### src/rtl/setup_frame_gen.sv
module setup_frame_gen #(
  parameter int FRAME_LEN = 192,
  parameter int LEN_W = $clog2(FRAME_LEN + 1),
  parameter logic [31:0] STATUS_OK = 32'h7FFF_FFFF
) (
  input  logic             clk,
  input  logic             rst_n,
  input  logic             start,
  input  logic [47:0]      station_addr,
  output logic [7:0]       out_data,
  output logic             out_valid,
  input  logic             out_ready,
  output logic             out_last,
  output logic             desc_setup,
  output logic             desc_eor,
  output logic [LEN_W-1:0] desc_len,
  input  logic             status_valid,
  input  logic [31:0]      status_word,
  output logic             busy,
  output logic             done,
  output logic             err
);
  typedef enum logic [1:0] {IDLE, SEND, WAIT} st_t;

  localparam int ADDR_SPAN = 12;

  st_t              st;
  logic [LEN_W-1:0] idx;
  logic [47:0]      addr_q;
  logic [2:0]       bsel;
  logic             in_addr;
  logic             xfer;

  assign bsel     = {idx[3:2], idx[0]};
  assign in_addr  = (idx < LEN_W'(ADDR_SPAN)) && !idx[1];
  assign out_data = in_addr ? addr_q[{bsel, 3'b000} +: 8] : 8'hFF;

  assign out_valid  = (st == SEND);
  assign out_last   = out_valid && (idx == LEN_W'(FRAME_LEN - 1));
  assign xfer       = out_valid && out_ready;
  assign busy       = (st != IDLE);
  assign desc_setup = busy;
  assign desc_eor   = busy;
  assign desc_len   = busy ? LEN_W'(FRAME_LEN) : '0;

  always_ff @(posedge clk) begin
    if (!rst_n) begin
      st     <= IDLE;
      idx    <= '0;
      addr_q <= '0;
      done   <= 1'b0;
      err    <= 1'b0;
    end else begin
      done <= 1'b0;
      case (st)
        IDLE: if (start) begin
          addr_q <= station_addr;
          idx    <= '0;
          err    <= 1'b0;
          st     <= SEND;
        end
        SEND: if (xfer) begin
          if (out_last) st <= WAIT;
          else          idx <= idx + 1'b1;
        end
        WAIT: if (status_valid) begin
          err  <= (status_word != STATUS_OK);
          done <= 1'b1;
          st   <= IDLE;
        end
        default: st <= IDLE;
      endcase
    end
  end
endmodule

### config.mk
export PLATFORM = sky130hd
export DESIGN_NAME = setup_frame_gen
export DESIGN_NICKNAME = d
export VERILOG_FILES = /design/src/rtl/setup_frame_gen.sv
export SDC_FILE = /design/constraint.sdc
export NUM_CORES = 1
export LEC_CHECK = 0
export ABC_CLOCK_PERIOD_IN_PS = 2100
export BUFFER_PORTS_ARGS = -buffer_cell sky130_fd_sc_hd__clkbuf_2
export CAP_MARGIN = 5
export CORE_MARGIN = 3
export CORE_UTILIZATION = 49
export CTS_CLUSTER_DIAMETER = 60
export CTS_CLUSTER_SIZE = 20
export DETAILED_ROUTE_END_ITERATION = 6
export PLACE_DENSITY = 0.8
export SYNTH_ARGS = -nofsm -noshare
export SYNTH_HDL_FRONTEND = slang
export SYNTH_SLANG_ARGS = --single-unit
export TNS_END_PERCENT = 1
### constraint.sdc
create_clock -name clk -period 2.1 [get_ports clk]
set_input_delay 0.315 -clock clk [delete_from_list [all_inputs] [get_ports clk]]
set_output_delay 0.315 -clock clk [all_outputs]
set_load 0.02 [all_outputs]
==> reports/qor_table.md <==
| Metric | This run | Unit |
| --- | --- | --- |
| Synth Warn # | 0 | - |
| Number of enable flip-flop cells after synthesis | 0 | - |
| Boundary pin count | 108 | - |
| Depth of the worst hold-timing path | 3 | - |
| Endpoint type of the worst setup path | output port | - |
| Worst Path Required | 1.78 | ns |
| Antenna Nets Post-Route | 0 | - |
| Max Fclk | 488 | MHz |
| Initial antenna violation count | 0 | - |
| Post-route cell area | 0.00359 | mm² |
| Crit Path Class | flip-flop to output port | - |
| Number of CTS-inserted buffers | 9 | - |
| Largest net degree at the start of global routing | 52 | - |
| Number of different library cells in the post-synthesis netlist | 39 | - |
| End point of the worst hold path | addr_q[2] | - |
| Iter 0 DRT Violations | 222 | - |
| Most frequent cells in the layout | 111 x sky130_fd_sc_hd__nand2_1, 96 x sky130_fd_sc_hd__clkbuf_2, 58 x sky130_fd_sc_hd__dfxtp_1 | - |
| Status | finished, final reports clean | - |
| Longest Clk Path Bufs | 2 | - |
| Launch point of the worst hold path | station_addr[2] | - |
| Total area of multi-input combinational cells | 0.00146 | mm² |
| Post-synth ARST share | 0 | % |
| Slowest Stage Delay on Critical Path | 0.50 | ns |
| Final setup violation count | 0 | - |
| Reg-to-reg endpoint | idx[5] | - |
| Share of layout cells above drive strength 1 | 31.3 | % |
| Hold Violations, Final | 0 | - |
| Worst-Margin Slew | 0.514 | ns |
| Post-synthesis cell area | 0.00285 | mm² |
| DR pass1 iterations | 4 | - |
| Origin of the critical flop-to-flop path | idx[1] | - |
| RSZ-0062 raised after global routing | true | - |
| Max-cap viol count | 0 | - |
| Final Max Slew Viols | 0 | - |
| Synthesis-stage register bit count | 60 | - |
| Wire length of the first global-routing pass | 12,100 | µm |
| Register-to-Register Setup Slack | 0.37 | ns |
| Sum of overflow across all layers after global routing | 0 | - |
| Startpoint kind of the worst setup timing path | flip-flop | - |
| Horiz. Die Dim | 82.2 | µm |
| Antenna diode count | 0 | - |
| Worst skew pair latency | 0.33 | ns |
| Maximum ir drop on the vdd rail | 0.000377 | V |
| Min setup slack post-route | 0.0492 | ns |
| Row count | 27 | - |
| Pwr Density | 729 | mW/mm² |
| Total vias in the final route | 2,874 | - |
| Synthesis-to-layout area growth | 26.0 | % |
| Global router's overall resource usage | 23.3 | % |
| Worst rel slew slack | 65.8 | % |
| RePlAce Congestion | 0.913 | - |
| Worst Reg-to-Reg Cells | 5 | - |
| Final core utilization | 64.3 | % |
| Most common cell after layout, fill and taps aside | sky130_fd_sc_hd__nand2_1 | - |
| Post-detailed-routing wire length | 7400 | µm |
| Fraction of the yosys area taken by sequential cells | 42.2 | % |
| Starting density of the core | 51.1 | % |
| Post-layout nets | 530 | - |
| TritonCTS clock tree | yes | - |
| Worst setup slack after placement | 0.218 | ns |
| Number of remaining DRC errors | 0 | - |
| Area enclosed by the die boundary | 0.00676 | mm² |
| Arrival time reported for the critical path endpoint | 1.74 | ns |
| Mapped Cells | 352 | - |
| Core region area | 0.00557 | mm² |
| Clock tree root driver cell | sky130_fd_sc_hd__clkbuf_8 | - |
| Post-CTS clock slew at the launch and capture registers of the worst setup and hold paths | 0.07 | ns |
| Clock H-tree levels | 3 | - |
| Fillers | 490 | - |
| Leak pwr | 1.50 | nW |
| Final worst-path cycle share | 97.7 | % |
| Placed Instance Area | 0.00335 | mm² |
| Top FF cell, synth | sky130_fd_sc_hd__dfxtp_1 | - |
| Sum of net half-perimeters after detailed placement | 5490 | µm |
| Detail-routed net length per standard cell | 14.2 | µm |
| Num Clock Sinks | 60 | - |
| Footprint of the flip-flops and latches | 0.00121 | mm² |
| Final worst path period need | 2.05 | ns |
| Average cell area after synthesis | 8.09 | µm² |
| CP max FO | 10 | - |
| Classification of the worst-slack hold path | primary input to flip-flop | - |
| DR vias/cell | 5.53 | - |
| Number of global-route vias before repair | 2,662 | - |
| Die extent in y | 82.2 | µm |
| Highest-delay cell along the critical path | sky130_fd_sc_hd__mux4_2 | - |
| Setup clock skew after layout | 0.00884 | ns |
| IO buf count | 101 | - |
| Sum of negative setup slack | 0 | ns |
| Cell Chain, Critical Path | buf_12, mux4_2, nand2_1, o311ai_0, buf_2 | - |
## per-layer routing
metal	GRT usage, %	vias to the layer above	part of all wire, %
met2	35.5	140	45
met1	32.0	1326	45
met5	0	-	0
met3	6.29	6	9.1
met4	7.48	0	0.97
li1	-	1402	-
## through the flow
stage / hold slack [ns] / total power [W] / instances
final: 0.195 / 0.00262 / 520
after floorplan: 0.432 / 0.00149 / 357
after CTS: 0.184 / 0.00264 / 520
after global routing: 0.191 / 0.00274 / 520
after global placement: 0.441 / 0.00162 / 504
after detailed placement: 0.449 / 0.00163 / 504
## sequential cells by signal, indices dropped and copies added, names as in the netlist
register and count:
addr_q 48, done 1, err 1, idx 8, st 2
## repair_timing
| item | CTS | global route |
|---|---|---|
| cloned | 1 | 0 |
| gates resized for setup | 5 | 9 |
| hold buffers | 0 | 0 |
| setup endpoints to repair | 9 | 8 |
| buffers inserted | 0 | 0 |
## critical path, delay by kind of cell, from the launching register on
kind	cells	cell delay (ns)
DFF	1	0.37
muxes	1	0.50
AOI/OAI and AO/OA	1	0.13
buffers and inverters	2	0.33
and+or+nand+nor	1	0.08
## worst max-delay path by stage
| stage | from | to | slack [ns] | depth (start not counted) |
|---|---|---|---|---|
| finish | idx[0] | out_data[2] | 0.05 | 5 |
| floorplan | idx[0] | out_data[0] | 0.07 | 4 |
| detailed placement | idx[2] | idx[5] | 0.22 | 5 |
| global placement | idx[2] | idx[2] | 0.28 | 5 |
| CTS | idx[0] | out_data[0] | 0.004 | 5 |
| global route | idx[0] | out_data[2] | -0.03 | 5 |
## synth_stat cells (all sizes together), types with 3 or more instances
| cell type | number | area share (%) |
|---|---|---|
| and2 | 3 | 0.66 |
| nand2 | 112 | 15 |
| clkbuf | 13 | 1.8 |
| buf | 21 | 4.6 |
| dfxtp | 60 | 42 |
| nand3 | 3 | 0.53 |
| inv | 5 | 0.66 |
| o311ai | 8 | 2.5 |
| nor4 | 6 | 2.1 |
| mux4 | 8 | 6.3 |
| a21oi | 54 | 9.5 |
| mux2i | 9 | 3.2 |
| nor2 | 9 | 1.2 |
| o21ai | 6 | 1.1 |
| nor3b | 3 | 0.79 |
| nand4 | 9 | 2.0 |
| nor3 | 3 | 0.53 |
| o221a | 3 | 1.2 |
| and3 | 3 | 0.66 |
## cell type report
cell class,count,share of cell area [%]
well taps,72,2.51
repair buffers,110,17.1
clock inverters,4,1.40
flip-flops and latches,60,33.7
inverters,5,0.523
clock buffers,11,3.94
multi-input cells,258,40.8
## where the power goes
part           leakage, nW  total, W  internal (W)  switching, W
logic                0.913  0.000379      0.000165      0.000214
registers            0.493   0.00123       0.00120     0.0000361
clock network       0.0914   0.00100      0.000571      0.000433
total                 1.50   0.00262       0.00193      0.000684
## cell families (layout without fill, tap and decap cells)
logic type,Yosys count,after routing,share of synthesized area [%]
AO/OA/AOI/OAI,77,77,15.8
adder cells (fa/ha/maj),1,1,0.439
buffers and inverters,39,130,7.03
flip-flops,60,60,42.2
multiplexers,17,17,9.49
other,1,6,0.132
AND/OR/NAND/NOR,157,157,24.9
Power figures use the tool's default switching activity.
